--- src/rtl/spi_rx_pkg.sv ---
package spi_rx_pkg;

   // what the hold stage does with an arriving frame
   typedef enum logic [1:0] {
      HOLD_IDLE    = 2'd0,
      HOLD_LOAD    = 2'd1,
      HOLD_DROP    = 2'd2,
      HOLD_REPLACE = 2'd3
   } hold_act_e;

   function automatic int unsigned ptr_width(input int unsigned depth);
      return (depth > 1) ? $clog2(depth) : 1;
   endfunction

   function automatic int unsigned cnt_width(input int unsigned depth);
      return $clog2(depth + 1);
   endfunction

endpackage

--- src/rtl/rx_hold_stage.sv ---
module rx_hold_stage
   import spi_rx_pkg::*;
#(
   parameter int unsigned FRAME_W = 16
) (
   input  logic               clk,
   input  logic               rst_n,
   input  logic               keep_new,
   input  logic               in_valid,
   input  logic [FRAME_W-1:0] in_data,
   input  logic               room,
   output logic               hold_valid,
   output logic [FRAME_W-1:0] hold_data,
   output logic               move,
   output logic               ovf_event
);

   hold_act_e act;

   assign move      = hold_valid & room;
   assign ovf_event = in_valid & hold_valid & ~room;

   always_comb begin
      act = HOLD_IDLE;
      if (in_valid) begin
         if (!ovf_event)
            act = HOLD_LOAD;
         else if (keep_new)
            act = HOLD_REPLACE;
         else
            act = HOLD_DROP;
      end
   end

   always_ff @(posedge clk or negedge rst_n) begin
      if (!rst_n) begin
         hold_valid <= 1'b0;
         hold_data  <= '0;
      end else begin
         case (act)
            HOLD_LOAD, HOLD_REPLACE: begin
               hold_valid <= 1'b1;
               hold_data  <= in_data;
            end
            HOLD_DROP: begin
               hold_valid <= 1'b1;
            end
            default: begin
               if (move)
                  hold_valid <= 1'b0;
            end
         endcase
      end
   end

endmodule

--- src/rtl/rx_fifo_store.sv ---
module rx_fifo_store
   import spi_rx_pkg::*;
#(
   parameter int unsigned FRAME_W = 16,
   parameter int unsigned DEPTH   = 4
) (
   input  logic                        clk,
   input  logic                        rst_n,
   input  logic                        push,
   input  logic [FRAME_W-1:0]          push_data,
   input  logic                        pop_req,
   output logic                        pop_ok,
   output logic [FRAME_W-1:0]          head_data,
   output logic                        full,
   output logic [cnt_width(DEPTH)-1:0] count,
   output logic [cnt_width(DEPTH)-1:0] count_nxt
);

   localparam int unsigned PTR_W = ptr_width(DEPTH);
   localparam int unsigned CNT_W = cnt_width(DEPTH);
   localparam logic [PTR_W-1:0] LAST_IDX = PTR_W'(DEPTH - 1);
   localparam logic [CNT_W-1:0] FULL_CNT = CNT_W'(DEPTH);
   localparam bit POW2 = (DEPTH & (DEPTH - 1)) == 0;

   logic [FRAME_W-1:0] mem [DEPTH];
   logic [PTR_W-1:0]   wr_ptr, rd_ptr, wr_ptr_inc, rd_ptr_inc;

   assign full      = (count == FULL_CNT);
   assign pop_ok    = pop_req & (count != '0);
   assign head_data = mem[rd_ptr];

   generate
      if (POW2) begin : g_wrap_natural
         assign wr_ptr_inc = wr_ptr + 1'b1;
         assign rd_ptr_inc = rd_ptr + 1'b1;
      end else begin : g_wrap_compare
         assign wr_ptr_inc = (wr_ptr == LAST_IDX) ? '0 : wr_ptr + 1'b1;
         assign rd_ptr_inc = (rd_ptr == LAST_IDX) ? '0 : rd_ptr + 1'b1;
      end
   endgenerate

   always_comb begin
      count_nxt = count;
      case ({push, pop_ok})
         2'b10:   count_nxt = count + 1'b1;
         2'b01:   count_nxt = count - 1'b1;
         default: count_nxt = count;
      endcase
   end

   always_ff @(posedge clk or negedge rst_n) begin
      if (!rst_n) begin
         wr_ptr <= '0;
         rd_ptr <= '0;
         count  <= '0;
      end else begin
         count <= count_nxt;
         if (push)
            wr_ptr <= wr_ptr_inc;
         if (pop_ok)
            rd_ptr <= rd_ptr_inc;
      end
   end

   generate
      for (genvar i = 0; i < DEPTH; i++) begin : g_slot
         always_ff @(posedge clk) begin
            if (push && wr_ptr == PTR_W'(i))
               mem[i] <= push_data;
         end
      end
   endgenerate

endmodule

--- src/rtl/rx_status_flags.sv ---
module rx_status_flags #(
   parameter int unsigned CNT_W = 3
) (
   input  logic             clk,
   input  logic             rst_n,
   input  logic             ovf_event,
   input  logic             clr_ovf,
   input  logic [CNT_W-1:0] count_nxt,
   input  logic             dma_done,
   input  logic             clr_drain,
   output logic             ovf_q,
   output logic             drain_q
);

   logic will_hold, drain_clear;

   assign will_hold   = (count_nxt != '0);
   assign drain_clear = dma_done | clr_drain;

   always_ff @(posedge clk or negedge rst_n) begin
      if (!rst_n) begin
         ovf_q   <= 1'b0;
         drain_q <= 1'b0;
      end else begin
         if (ovf_event)
            ovf_q <= 1'b1;
         else if (clr_ovf)
            ovf_q <= 1'b0;

         if (will_hold)
            drain_q <= 1'b1;
         else if (drain_clear)
            drain_q <= 1'b0;
      end
   end

endmodule

--- src/rtl/spi_rx_stage.sv ---
module spi_rx_stage
   import spi_rx_pkg::*;
#(
   parameter int unsigned FRAME_W = 16,
   parameter int unsigned DEPTH   = 4
) (
   input  logic                        clk,
   input  logic                        rst_n,
   input  logic                        ovr_keep_new,
   input  logic                        frm_valid,
   input  logic [FRAME_W-1:0]          frm_data,
   input  logic                        pop_rd,
   output logic [FRAME_W-1:0]          pop_data,
   input  logic                        dma_pop_done,
   input  logic                        clr_ovf_w1,
   input  logic                        clr_drain_w1,
   output logic [$clog2(DEPTH+1)-1:0]  fill_count,
   output logic                        hold_full,
   output logic                        ovf_flag,
   output logic                        drain_flag,
   output logic                        dma_req
);

   localparam int unsigned CNT_W = cnt_width(DEPTH);

   generate
      if (DEPTH < 1) begin : g_bad_depth
         $error("spi_rx_stage: DEPTH must be at least 1");
      end
      if (FRAME_W < 1) begin : g_bad_width
         $error("spi_rx_stage: FRAME_W must be at least 1");
      end
   endgenerate

   logic               room, move, ovf_event, pop_ok, q_full;
   logic               hold_valid;
   logic [FRAME_W-1:0] hold_data;
   logic [CNT_W-1:0]   count_nxt;

   // a full queue can still take the held frame if a pop frees a slot
   assign room = ~q_full | pop_ok;

   rx_hold_stage #(.FRAME_W(FRAME_W)) u_hold (
      .clk        (clk),
      .rst_n      (rst_n),
      .keep_new   (ovr_keep_new),
      .in_valid   (frm_valid),
      .in_data    (frm_data),
      .room       (room),
      .hold_valid (hold_valid),
      .hold_data  (hold_data),
      .move       (move),
      .ovf_event  (ovf_event)
   );

   rx_fifo_store #(.FRAME_W(FRAME_W), .DEPTH(DEPTH)) u_store (
      .clk       (clk),
      .rst_n     (rst_n),
      .push      (move),
      .push_data (hold_data),
      .pop_req   (pop_rd),
      .pop_ok    (pop_ok),
      .head_data (pop_data),
      .full      (q_full),
      .count     (fill_count),
      .count_nxt (count_nxt)
   );

   rx_status_flags #(.CNT_W(CNT_W)) u_flags (
      .clk       (clk),
      .rst_n     (rst_n),
      .ovf_event (ovf_event),
      .clr_ovf   (clr_ovf_w1),
      .count_nxt (count_nxt),
      .dma_done  (dma_pop_done),
      .clr_drain (clr_drain_w1),
      .ovf_q     (ovf_flag),
      .drain_q   (drain_flag)
   );

   assign hold_full = hold_valid;
   assign dma_req   = drain_flag;

endmodule

--- config.mk ---
export PLATFORM = sky130hd
export DESIGN_NAME = spi_rx_stage
export DESIGN_NICKNAME = d
export VERILOG_FILES = /design/src/rtl/spi_rx_pkg.sv /design/src/rtl/rx_hold_stage.sv /design/src/rtl/rx_fifo_store.sv /design/src/rtl/rx_status_flags.sv /design/src/rtl/spi_rx_stage.sv
export SDC_FILE = /design/constraint.sdc
export NUM_CORES = 1
export LEC_CHECK = 0
export ABC_CLOCK_PERIOD_IN_PS = 5100
export BUFFER_PORTS_ARGS = -buffer_cell sky130_fd_sc_hd__buf_2
export CORE_UTILIZATION = 50
export DETAILED_ROUTE_END_ITERATION = 8
export GPL_TIMING_DRIVEN = 0
export PLACE_DENSITY_LB_ADDON = 0.05
export SLEW_MARGIN = 30
export SYNTH_ARGS = -nofsm -noshare
export SYNTH_HDL_FRONTEND = slang
export SYNTH_HIERARCHICAL = 1
export SYNTH_SLANG_ARGS = --single-unit
--- constraint.sdc ---
create_clock -name clk -period 5.1 [get_ports clk]
set_input_delay 0.765 -clock clk [delete_from_list [all_inputs] [get_ports clk]]
set_output_delay 0.765 -clock clk [all_outputs]
set_load 0.01 [all_outputs]
==> results of run 1 <==
==> area by class of cell <==
class / instances / share of cell area (%)
buffer: 14 / 2.27
clock buffer: 9 / 2.85
clock inverter: 7 / 1.04
inverter: 8 / 0.690
multi-input combinational: 112 / 25.9
sequential: 90 / 59.1
tap: 99 / 2.85
timing repair buffer: 46 / 5.29
==> metal layers <==
layer / vias to the layer above / part of all wire, % / wire [um] / GRT usage [%]
met5: - / 0 / 0 / 0
met4: 0 / 1.5 / 108 / 8.23
met3: 10 / 2.6 / 184 / 3.14
met2: 39 / 49 / 3500 / 33.1
met1: 1052 / 47 / 3350 / 27.7
li1: 973 / - / - / -
==> cell usage in the layout (no fill, tap or decap), types with 5 or more instances in the layout <==
| cell | netlist | final |
|---|---|---|
| edfxtp_1 | 64 | 64 |
| buf_2 | 3 | 49 |
| dfrtp_1 | 26 | 26 |
| nand2b_1 | 17 | 17 |
| nand2_1 | 17 | 17 |
| nand4bb_1 | 16 | 16 |
| o211ai_1 | 16 | 16 |
| clkbuf_8 | 0 | 9 |
| inv_1 | 8 | 8 |
| mux4_2 | 8 | 8 |
| mux4_1 | 8 | 8 |
| clkbuf_1 | 6 | 6 |
| and2_1 | 6 | 6 |
| ha_1 | 5 | 5 |
==> where the power goes <==
| part | internal, mW | switching (mW) |
|---|---|---|
| clock | 0.176 | 0.248 |
| sequential | 0.979 | 0.0740 |
| combinational | 0.324 | 0.366 |
| total | 1.48 | 0.687 |
==> logic make-up after synthesis <==
family	after synthesis	synth area share, %
adders and majority gates	6	2.16
muxes	17	10.5
DFF	90	67.2
buffers and inverters	22	3.37
and+or+nand+nor	64	11.7
xor gates and xnor gates	6	1.37
AOI/OAI and AO/OA	19	3.66
==> sequential cells by signal, indices dropped and copies added, names as in the netlist <==
name / cells
u_hold/hold_valid: 1
u_hold/hold_data: 16
u_flags/ovf_q: 1
u_store/wr_ptr: 2
u_flags/drain_q: 1
u_store/count: 3
u_store/mem: 64
u_store/rd_ptr: 2
==> how the worst max path moves through the flow <==
stage / slack, ns / startpoint / end
floorplan: 1.87 / u_store/count[1] / u_flags/drain_q
global placement: 1.48 / pop_rd / u_flags/drain_q
detailed placement: 1.47 / pop_rd / u_flags/drain_q
CTS: 1.55 / u_store/count[2] / u_flags/drain_q
global route: 1.36 / u_store/count[2] / u_flags/drain_q
finish: 1.57 / u_store/count[2] / u_flags/drain_q
==> per-stage QoR <==
step	total power [mW]	std cells	instance area [um^2]	utilization, %	setup slack, ns
3_5_place_dp	1.78	369	4180	57.0	1.47
6_report	2.17	385	4350	59.3	1.57
5_1_grt	2.30	385	4350	59.3	1.36
4_1_cts	2.19	385	4350	59.3	1.55
2_1_floorplan	1.52	224	3830	-	1.87
3_3_place_gp	1.76	369	4180	57.0	1.48
==> critical path, stage by stage (launching register included) <==
cell	delay, ns
dfrtp_1	0.43
or3_1	0.37
and2_1	0.21
nand2b_1	0.14
buf_2	0.19
clkbuf_1	0.21
and2_1	0.27
inv_1	0.10
ha_1	0.18
inv_1	0.06
fa_1	0.37
xor2_1	0.14
nor2_1	0.06
xor2_1	0.15
or4_1	0.52
==> metrics.cfg, run 1 <==
[outcome]
outcome=finished clean

[setup_path]
path_max_fanout=10
arrival_ns=3.75
critPathKind=flop to flop
reg2reg_slack_ns=1.57
r2r_end=u_flags/drain_q
endpoint_kind=flop
r2r_cells=14
worstSetupStartpointType=flop
worstPathRequired_ns=5.33
reg2reg_from=u_store/count[2]

[sta]
min_period_ns=3.53
fin_crit_sh_pct=69.1
fmax_mhz=284
slew_headroom_pct=34.0
maxSlewViolCount=0
skew_ns=0.0132
final.setup.tns_ns=0
rsz0062_at_grt=no
tightestPinTransition_ns=0.990
setup_viol=0
hold_viol_final=0
hold_ws_ns=0.426

[clocking]
ctsHoldBuffers=0
cts-htree-levels=3
cts_setup_buffers=0
clock_sinks=90
cts_root_buffer=clkbuf_8
clk_latency_ns=0.35
cts_buffers=9
cts_buffer_depth=2
cts_tree=yes
cts.clk_slew.worst_paths_ns=0.09
cts_resized=0

[layout]
nets=311
area_growth_pct=13.7
nFillCells=587
drive_gt1_share_pct=27.3
insertedDiodeCount=0
register_area_um2=2570
multi_input_area_um2=1120

[route]
drt_iter0_markers=66
drtAntennaViolNets=0
firstDrtPassIters=4
vias_per_cell=5.39
drc_errors=0
wl_per_cell_um=18.6
drt_wl_total_mm=7.15
vias=2074

[pwr]
ir_worst_vdd_v=0.000253
p_leak_nw=1.67
powerDensity_nw_per_um2=498

[global_route]
grt_pass1_wl_mm=11.4
grt_pass1_vias=2151
grt_start_max_net_pins=27
grt_use_total_pct=20.3
antenna_found_initial=0
overflow=0

[floorplan]
core_area_um2=7330
start_util_pct=52.2
die_h_um=89.5
row_count=31
io_pins=47
fp.dieW_um=89.5
die_area_um2=8010

[placed_design]
io_buffers=46
dp_hpwl_mm=4.69
place.gp.congestion=0.696

[yosys]
yosysSeqAreaShare_pct=67.2
synth_top_area_share_pct=50.2
synth_most_common_cell=edfxtp_1
yosys.cell_types.count=29
synth_edf_count=64
synthFlopType=edfxtp_1
yosysWarnings=6
synth.avg_cell_area_um2=17.1
synth_cells=224
yosys.area.top_type=edfxtp_1
synth_area_leaders=edfxtp_1 (50%), dfrtp_1 (17%), mux4_1 (5.5%), mux4_2 (4.7%), nand4bb_1 (4.7%)
ys_seq_elements=90
synth_commonest_cells=edfxtp_1 (64), dfrtp_1 (26), nand2_1 (17), nand2b_1 (17)
syn_nets=254
syn_area_um2=3830
async_flop_share_pct=28.9

[flow_run]
cap_viol_max_count=0

[hold_path]
min_path_type=primary input to async pin

No activity file was read; power rests on OpenSTA's default activity.
==> run 2: changes to the inputs <==
Settings changed: ABC_CLOCK_PERIOD_IN_PS 5100 to 2900.
Clock period 5.1 ns to 2.9 ns, I/O delays scaled along.
==> metrics.cfg, run 2 (synthesized netlist as in run 1, its figures left out) <==
[outcome]
outcome=finished clean

[setup_path]
arrival_ns=2.95
worstPathRequired_ns=3.13
worstSetupStartpointType=flop
critPathKind=flop to flop
path_max_fanout=8
endpoint_kind=flop

[floorplan]
die_area_um2=8010
fp.dieW_um=89.5
start_util_pct=52.2
core_area_um2=7330
die_h_um=89.5
io_pins=47
row_count=31

[clocking]
cts.clk_slew.worst_paths_ns=0.09
cts_tree=yes
cts_buffer_depth=2
clock_sinks=90
cts-htree-levels=3
clk_latency_ns=0.35
cts_root_buffer=clkbuf_8
ctsHoldBuffers=0
cts_buffers=9

[sta]
setup_viol=0
rsz0062_at_grt=no
fmax_mhz=367
skew_ns=0.0107
hold_ws_ns=0.0891
min_period_ns=2.72
hold_viol_final=0
maxSlewViolCount=0
fin_crit_sh_pct=93.9
tightestPinTransition_ns=0.945
slew_headroom_pct=37.0

[route]
vias=2113
drtAntennaViolNets=0
firstDrtPassIters=4
wl_per_cell_um=18.6
drt_iter0_markers=111
vias_per_cell=5.39
drt_wl_total_mm=7.29
drc_errors=0

[global_route]
overflow=0
grt_pass1_wl_mm=11.2
grt_pass1_vias=2036
grt_use_total_pct=20.3
antenna_found_initial=0
grt_start_max_net_pins=27

[placed_design]
place.gp.congestion=0.733
io_buffers=46
dp_hpwl_mm=4.64

[layout]
nFillCells=566
final_common_cell=edfxtp_1
top_regs=u_store/mem x64, u_hold/hold_data x16, u_store/count x3
area_growth_pct=18.2
insertedDiodeCount=0
nets=318
regMostFlops=u_store/mem
drive_gt1_share_pct=32.8
final_cell_mix=edfxtp_1 (64), buf_2 (48), dfrtp_1 (26)
final_util_pct=61.7
largest_reg_flops=64

[hold_path]
min_path_type=primary input to async pin

[pwr]
powerDensity_nw_per_um2=924
ir_worst_vdd_v=0.000451
p_leak_nw=1.74

[flow_run]
cap_viol_max_count=0

[run 2: path summary, 6_finish.rpt]
check	end	from	cells after the start	slack, ns
worst max register to register	u_flags/drain_q	u_store/count[2]	12	0.18
worst min register to register	u_flags/ovf_q	u_flags/ovf_q	1	0.48
min in group clk	u_hold/hold_data[6]	frm_data[6]	3	0.35
worst min-delay path	u_flags/drain_q	rst_n	1	0.09
max in group asynchronous	u_hold/hold_data[15]	rst_n	1	2.40
worst max-delay path	u_flags/drain_q	u_store/count[2]	12	0.18
[run 2: worst max-delay path, cell delays in order (launching register included)]
cell,delay (ns)
dfrtp_1,0.39
or3_4,0.39
and2_4,0.17
nand2b_4,0.17
and2_4,0.16
inv_2,0.06
ha_4,0.13
inv_2,0.04
fa_2,0.34
xor2_1,0.16
nor2_1,0.06
xor2_1,0.15
or4_1,0.39
[run 2: timing repair]
action / 4_1_cts / 5_1_grt
resized for setup: 1 / 0
endpoints found under the setup margin: 1 / 1
buffers inserted: 4 / 4
pin swaps: 3 / 2
[run 2: final cells by class]
type / count / area (um^2) / share of cell area [%]
clock inverter: 7 / 123 / 2.71
multi-input combinational: 112 / 1160 / 25.6
timing repair buffer: 55 / 302 / 6.67
sequential: 90 / 2570 / 56.9
buffer: 12 / 90.1 / 1.99
inverter: 8 / 30.0 / 0.664
tap: 99 / 124 / 2.74
clock buffer: 9 / 124 / 2.74
[run 2: power by group]
group	switching, mW	internal (mW)	total (mW)
registers	0.120	1.72	1.84
clock network	0.438	0.578	1.02
logic	0.680	0.643	1.32
[run 2: layer usage]
metal | vias to the layer above | wire (um) | global-route usage [%]
met3 | 9 | 339 | 3.32
met1 | 1060 | 3300 | 29.0
met2 | 57 | 3560 | 31.4
met5 | - | 0 | 0
li1 | 987 | - | -
met4 | 0 | 93 | 8.23
[run 2: per-stage QoR]
| stage | power, mW | setup TNS [ns] | area (um^2) | cells | setup slack [ns] |
|---|---|---|---|---|---|
| 6_report | 4.18 | 0 | 4520 | 392 | 0.176 |
| 5_1_grt | 4.43 | 0 | 4520 | 392 | 0.0173 |
| 3_3_place_gp | 3.14 | -0.151 | 4220 | 369 | -0.151 |
| 3_5_place_dp | 3.16 | -0.160 | 4220 | 369 | -0.160 |
| 4_1_cts | 4.21 | 0 | 4490 | 388 | 0.0642 |
| 2_1_floorplan | 2.72 | -0.0455 | 3870 | 224 | -0.0455 |
